## config.mk

```make
export PLATFORM = sky130hd
export DESIGN_NAME = edge_irq_capture
export DESIGN_NICKNAME = d
export VERILOG_FILES = /design/src/rtl/edge_cap_pkg.sv /design/src/rtl/edge_cap_level_track.sv /design/src/rtl/edge_cap_port_latch.sv /design/src/rtl/edge_cap_summary.sv /design/src/rtl/edge_irq_capture.sv
export SDC_FILE = /design/constraint.sdc
export NUM_CORES = 1
export LEC_CHECK = 0
export BUFFER_PORTS_ARGS = -buffer_cell sky130_fd_sc_hd__buf_2
export CAP_MARGIN = 20
export CORE_ASPECT_RATIO = 0.9
export CORE_UTILIZATION = 42
export DETAILED_ROUTE_END_ITERATION = 6
export PLACE_DENSITY = 0.77
export SLEW_MARGIN = 20
export SYNTH_ARGS = -nofsm -noshare
export SYNTH_HDL_FRONTEND = slang
export SYNTH_HIERARCHICAL = 1
export SYNTH_SLANG_ARGS = --single-unit
export TNS_END_PERCENT = 10
```

## constraint.sdc

```tcl
create_clock -name clk -period 1.3 [get_ports clk]
set_input_delay 0.195 -clock clk [delete_from_list [all_inputs] [get_ports clk]]
set_output_delay 0.195 -clock clk [all_outputs]
set_load 0.05 [all_outputs]
```

## src/rtl/edge_cap_pkg.sv

```systemverilog
package edge_cap_pkg;

    localparam int DEF_LINES_PER_PORT = 8;
    localparam int DEF_NUM_PORTS      = 3;

    typedef enum logic {
        ID_KEEP = 1'b0,
        ID_WIPE = 1'b1
    } id_op_e;

    typedef struct packed {
        logic we;
        logic data_zero;
    } ack_req_t;

    function automatic id_op_e decode_ack(ack_req_t req);
        return (req.we && req.data_zero) ? ID_WIPE : ID_KEEP;
    endfunction

endpackage

```

## src/rtl/edge_cap_level_track.sv

```systemverilog
module edge_cap_level_track #(
    parameter int WIDTH = 24
) (
    input  logic             clk,
    input  logic             rst,
    input  logic [WIDTH-1:0] lvl,
    output logic [WIDTH-1:0] rise,
    output logic [WIDTH-1:0] fall,
    output logic             hist_vld
);
    logic [WIDTH-1:0] prev_q;
    logic             vld_q;

    always_ff @(posedge clk) begin
        if (rst) begin
            prev_q <= '0;
            vld_q  <= 1'b0;
        end else begin
            prev_q <= lvl;
            vld_q  <= 1'b1;
        end
    end

    always_comb begin
        rise     = lvl & ~prev_q;
        fall     = ~lvl & prev_q;
        hist_vld = vld_q;
    end
endmodule

```

## src/rtl/edge_cap_port_latch.sv

```systemverilog
module edge_cap_port_latch
    import edge_cap_pkg::*;
#(
    parameter int W = 8
) (
    input  logic         clk,
    input  logic         rst,
    input  logic [W-1:0] rise,
    input  logic [W-1:0] fall,
    input  logic [W-1:0] sel,
    input  logic [W-1:0] arm,
    input  logic         hist_vld,
    input  id_op_e       op,
    output logic [W-1:0] id
);
    logic [W-1:0] hit;
    logic [W-1:0] base;

    always_comb begin
        hit  = {W{hist_vld}} & arm & ((sel & rise) | (~sel & fall));
        base = (op == ID_WIPE) ? '0 : id;
    end

    always_ff @(posedge clk) begin
        if (rst) id <= '0;
        else     id <= base | hit;
    end
endmodule

```

## src/rtl/edge_cap_summary.sv

```systemverilog
module edge_cap_summary #(
    parameter int W  = 8,
    parameter int NP = 3
) (
    input  logic [W*NP-1:0] id_flat,
    output logic [NP-1:0]   pending,
    output logic            irq
);
    for (genvar p = 0; p < NP; p++) begin : g_or
        assign pending[p] = |id_flat[p*W +: W];
    end
    assign irq = |pending;
endmodule

```

## src/rtl/edge_irq_capture.sv

```systemverilog
module edge_irq_capture
    import edge_cap_pkg::*;
#(
    parameter int LINES_PER_PORT = DEF_LINES_PER_PORT,
    parameter int NUM_PORTS      = DEF_NUM_PORTS
) (
    input  logic                                clk,
    input  logic                                rst,
    input  logic [LINES_PER_PORT*NUM_PORTS-1:0] line_lvl,
    input  logic [LINES_PER_PORT*NUM_PORTS-1:0] edge_sel,
    input  logic [LINES_PER_PORT*NUM_PORTS-1:0] arm,
    input  logic [NUM_PORTS-1:0]                ack_we,
    input  logic [LINES_PER_PORT-1:0]           ack_data,
    output logic [LINES_PER_PORT*NUM_PORTS-1:0] cap_bits,
    output logic [NUM_PORTS-1:0]                pending,
    output logic                                irq
);
    localparam int TOTAL = LINES_PER_PORT * NUM_PORTS;

    logic [TOTAL-1:0] rise;
    logic [TOTAL-1:0] fall;
    logic             hist_vld;
    logic             data_zero;

    assign data_zero = (ack_data == '0);

    edge_cap_level_track #(.WIDTH(TOTAL)) u_track (
        .clk      (clk),
        .rst      (rst),
        .lvl      (line_lvl),
        .rise     (rise),
        .fall     (fall),
        .hist_vld (hist_vld)
    );

    for (genvar p = 0; p < NUM_PORTS; p++) begin : g_port
        ack_req_t req;
        id_op_e   op;
        always_comb begin
            req.we        = ack_we[p];
            req.data_zero = data_zero;
            op            = decode_ack(req);
        end
        edge_cap_port_latch #(.W(LINES_PER_PORT)) u_latch (
            .clk      (clk),
            .rst      (rst),
            .rise     (rise[p*LINES_PER_PORT +: LINES_PER_PORT]),
            .fall     (fall[p*LINES_PER_PORT +: LINES_PER_PORT]),
            .sel      (edge_sel[p*LINES_PER_PORT +: LINES_PER_PORT]),
            .arm      (arm[p*LINES_PER_PORT +: LINES_PER_PORT]),
            .hist_vld (hist_vld),
            .op       (op),
            .id       (cap_bits[p*LINES_PER_PORT +: LINES_PER_PORT])
        );
    end

    edge_cap_summary #(.W(LINES_PER_PORT), .NP(NUM_PORTS)) u_sum (
        .id_flat (cap_bits),
        .pending (pending),
        .irq     (irq)
    );
endmodule

```

# Word-level counts from Yosys, hierarchy flattened
# Cells that the tools add are included.
# classes
mux,7
bitwise,25
reduce_logical,8
# op_table
cell,n
8-bit AND,12
24-bit AND,2
24-bit NOT,2
8-bit OR,6
8-bit 2-to-1 mux,3
8-bit NOT,3
24-bit OR reduction,1
8-bit OR reduction,3
8-bit zero test,1
1-bit 2-to-1 mux,4
1-bit logical AND,3
# totals
regBits,49
input_bits,85

# Logic depth before layout (Yosys ltp)
# logic_depth
word_depth,6
ltp_mapped,4
ltp_nobuf,4

# Modules after synthesis
# The synthesis kept the hierarchy.
# by_module_without_submodules
mod,instances,cells_each,area_per_inst_um2,seq_area_each_um2
edge_cap_port_latch,3,42,415.4,160.2
edge_cap_level_track,1,100,979.7,500.5
edge_irq_capture,1,8,63.8,0.0
edge_cap_summary,1,10,55.1,0.0

# Worst setup path after synthesis
# OpenSTA, ideal clock, no wires.
# synth_path
path_type,register to output
start,register g_port[0].u_latch.id[1]
end,output irq
arrival_time_ns,1.813
required_time_ns,1.105
path_slack_ns,-0.708
path_stages_with_launch,4
path_buffers,0
path_cell_list,dfxtp_1 > nor4_1 > nand2_1 > or3_1
# synth_via
elab_chain_cells,1
# synth_lines
element,line,text
from (decl),edge_cap_port_latch.sv:14,output logic [W-1:0] id
from (signal assigned),edge_cap_port_latch.sv:26,else id <= base | hit;
24-bit OR reduction,edge_cap_summary.sv:12,assign irq = |pending;
to (decl),edge_irq_capture.sv:16,output logic irq
# No other way between the ends.

# Worst setup path after layout
# Same ends and word-level chain as after synthesis.

==> summary.md <==
| Metric | Value |
|---|---|
| Outcome | finished, violations left |
| Failing checks | negative setup slack |
| Worst Setup End Kind | output port |
| Cell-internal power | about 2.3 mW |
| Lkg Pwr | around 1.6 nW |
| Hold depth | 2 |
| Io pins | about 110 |
| Multiplexer area fraction after synthesis | 0.102 |
| Htree depth | 2 |
| Sequential cell area | ~0.0010 mm² |
| Sequential Power Share | 0.482 |
| Sw Ratio | 0.305 |
| Area grow syn2layout | 44.9% |
| CTS tree | done |
| Final nets | 462 |
| Combinational family with the most area after synthesis | simple AND/OR/NAND/NOR gates |
| YS warnings | 6 |
| TritonCTS Sinks | 49 |
| Core area | around 0.0053 mm² |
| Worst R2R Setup Slack | 0.21 ns |
| Clk pwr share | 0.264 |
| Fmax | 565 MHz |
| Final count of hold timing violations | 0 |
| Fin util | 0.639 |
| Adder-Cell Fraction of Synth Area | 0 |
| Cell count of the worst reg-to-reg path | 3 |
| Crit path arrival time | 1.58 ns |
| Starting Density | 0.441 |
| Area after DPL | 0.00328 mm² |
| # port buffers | 112 |
| Min-Delay Path Class | in -> reg |
| Comb pwr share | 0.254 |
| DRC | 0 |
| Critical Path Fanout Max | 3 |
| Detailed Route WL | 5.85 mm |
| GRT Util Overall | 0.206 |
| Worst flop-to-flop path endpoint | g_port[0].u_latch/id[4]$_SDFF_PP0_ |
| XOR/XNOR share of the synthesized area | 0 |
| Hold EP | u_track/prev_q[2]$_SDFF_PP0_ |
| RD Place Congestion | 0.761 |
| Worst R2R Start | g_port[0].u_latch/id[4]$_SDFF_PP0_ |
| Vias | 2157 |
| DR iter-0 viols | 77 |
| WP data required | around 1.1 ns |
| Die height | 72.9 µm |
| Layout cells sized above 1 | 0.524 |
| Post-layout minimum cycle time | 1.77 ns |
| PwrDens | 988 mW/mm² |
| Endpoints failing setup | 4 |
| CP Launch Type | flop |
| Cell count after synthesis | 244 |
| Die area | 0.00589 mm² |
| Die W | 80.8 µm |
| Mapped cell area | approximately 0.0023 mm² |
| Worst-Margin Slew | 0.308 ns |
| Unrepaired setup endpoints after global routing | yes |
| Max_cap viols | 0 |
| Final non-filler cell total | 445 |
| Area occupied by multi-input gates | 0.00139 mm² |
| Post-Synth Simple-Gate Area | 0.361 |
| Vias per inst | 4.85 |
| Final Instance Area | 0.00340 mm² |
| Compound-cell area share of the yosys netlist | 0.0784 |
| Final ANT Viol Nets | 0 |
| Post-synth cell types | 17 |
| CTS clock-pin slew for the worst setup and hold paths | 0.09 ns |
| TritonCTS Buffers | 5 |
| Fin crit share | 1.36 |
| Largest net degree at the start of global routing | 38 |
| Max-slew violations | 0 |
| Min-delay src | line_lvl[2] |
| FILL cells | 444 |
| Clock latency on the worst-skew pair | 0.31 ns |
| Hpwl dp | 4.40 mm |
| Clock Path Buffers | 2 |
| Overflow after GRT | 0 |
| Sw power | 1.02 mW |
| Pre-antenna DRT Iters | 3 |
| Initial antenna violation count | 0 |
| CTS Root Cell | clkbuf_8 |
| Antenna Cells | 0 |
| Vias in the first global route | 1947 |
| DP Cell Count | between 400 and 500 |
| Register area share after synthesis | 0.418 |
| WS Path Type | reg -> out |
| First-pass GRT wire length | 9.14 mm |
| Synth Register Bits | 49 |
| Syn Nets | between 300 and 400 |
| Layout Skew | 0.00710 ns |
| Final worst setup slack | -0.470 ns |
| Relative slew slack | 0.794 |
| Synth Area per Inst | 9.61 µm² |
| Max VDD drop | between 600 and 700 µV |
| DR WL/cell | 13.2 µm |
| Row cnt | 25 |
[area by class of cell]
cell class | count | area share
Clock inverter | 2 | 0.00295
Tap cell | 67 | 0.0247
Multi-Input combinational cell | 180 | 0.409
Timing Repair Buffer | 134 | 0.228
Sequential cell | 49 | 0.306
Inverter | 7 | 0.00773
Clock buffer | 6 | 0.0214
[power groups by stage]
stage / Clock [mW] / Combinational [mW] / Sequential (mW)
finish: 0.886 / 0.852 / 1.62
global route: 0.985 / 0.910 / 1.63
CTS: 0.930 / 0.856 / 1.62
detailed placement: 0 / 0.806 / 1.65
global placement: 0 / 0.797 / 1.65
floorplan: 0 / 0.401 / 1.76
[how the worst max path moves through the flow]
stage | start | endpoint | depth (start not counted)
final | g_port[0].u_latch/id[1]$_SDFF_PP0_ | irq | 4
after global routing | g_port[0].u_latch/id[1]$_SDFF_PP0_ | irq | 4
after detailed placement | ack_data[7] | g_port[0].u_latch/id[7]$_SDFF_PP0_ | 5
after floorplan | g_port[2].u_latch/id[6]$_SDFF_PP0_ | irq | 3
after CTS | g_port[1].u_latch/id[5]$_SDFF_PP0_ | irq | 4
after global placement | ack_data[7] | g_port[0].u_latch/id[7]$_SDFF_PP0_ | 5
[Yosys cell counts (all sizes together)]
cell    count  share of area
nor2b      70           0.19
dfxtp      49           0.42
mux2i      24           0.10
nand2      24          0.038
o31ai      21          0.067
or3b       21          0.078
inv         7          0.011
nor4        6          0.016
buf         5          0.024
clkbuf      3         0.0048
nand3b      3         0.0096
nor3        3          0.013
o32ai       3          0.011
and2b       2         0.0064
or4         2         0.0096
or3         1         0.0027
[critical path, stage by stage, from the launching register on]
cell     delay [ns]
dfxtp_2        0.35
nor4_4         0.28
nand2_2        0.08
or3_4          0.39
buf_8          0.16
[repair_timing]
| action | 4_1_cts | 5_1_grt |
|---|---|---|
| gates resized for setup | 7 | 1 |
| setup buffers | 1 | 0 |
| hold buffers | 0 | 0 |
| cloned | 0 | 0 |
| endpoints found under the setup margin | 4 | 10 |
| pin swaps | 7 | 2 |
[cell families after synthesis]
kind of cell | after synthesis
DFF | 49
buffers and inverters | 15
muxes | 24
AOI/OAI and AO/OA | 24
and+or+nand+nor | 132
[sequential cells by signal, indices dropped and copies added, names as in the netlist]
signal,count
g_port.u_latch/id,24
u_track/prev_q,24
u_track/hist_vld,1
[metal layers]
layer  part of all wire  global-route usage
met5                  0                   0
met4              0.012              0.0556
met3              0.078              0.0763
met2               0.45               0.337
met1               0.46               0.255
[cells in the final DEF, fill, tap and decap left out, drive strengths merged]
cell type	Yosys	layout
and2b	2	2
buf	5	134
clkbuf	3	6
clkinv	0	2
dfxtp	49	49
inv	7	7
mux2i	24	24
nand2	24	24
nand3b	3	3
nor2b	70	70
nor3	3	3
nor4	6	6
o31ai	21	21
o32ai	3	3
or3	1	1
or3b	21	21
or4	2	2
[per-stage QoR]
stage | TNS, ns | hold WS [ns] | total power [mW] | setup WS (ns)
CTS | -1.12 | 0.105 | 3.40 | -0.483
finish | -1.07 | 0.115 | 3.36 | -0.470
floorplan | -1.25 | 0.267 | 2.16 | -0.288
global route | -1.36 | 0.105 | 3.52 | -0.540
global placement | -4.87 | 0.428 | 2.44 | -0.228
detailed placement | -5.38 | 0.434 | 2.46 | -0.301
No activity file was read; power rests on OpenSTA's default activity.
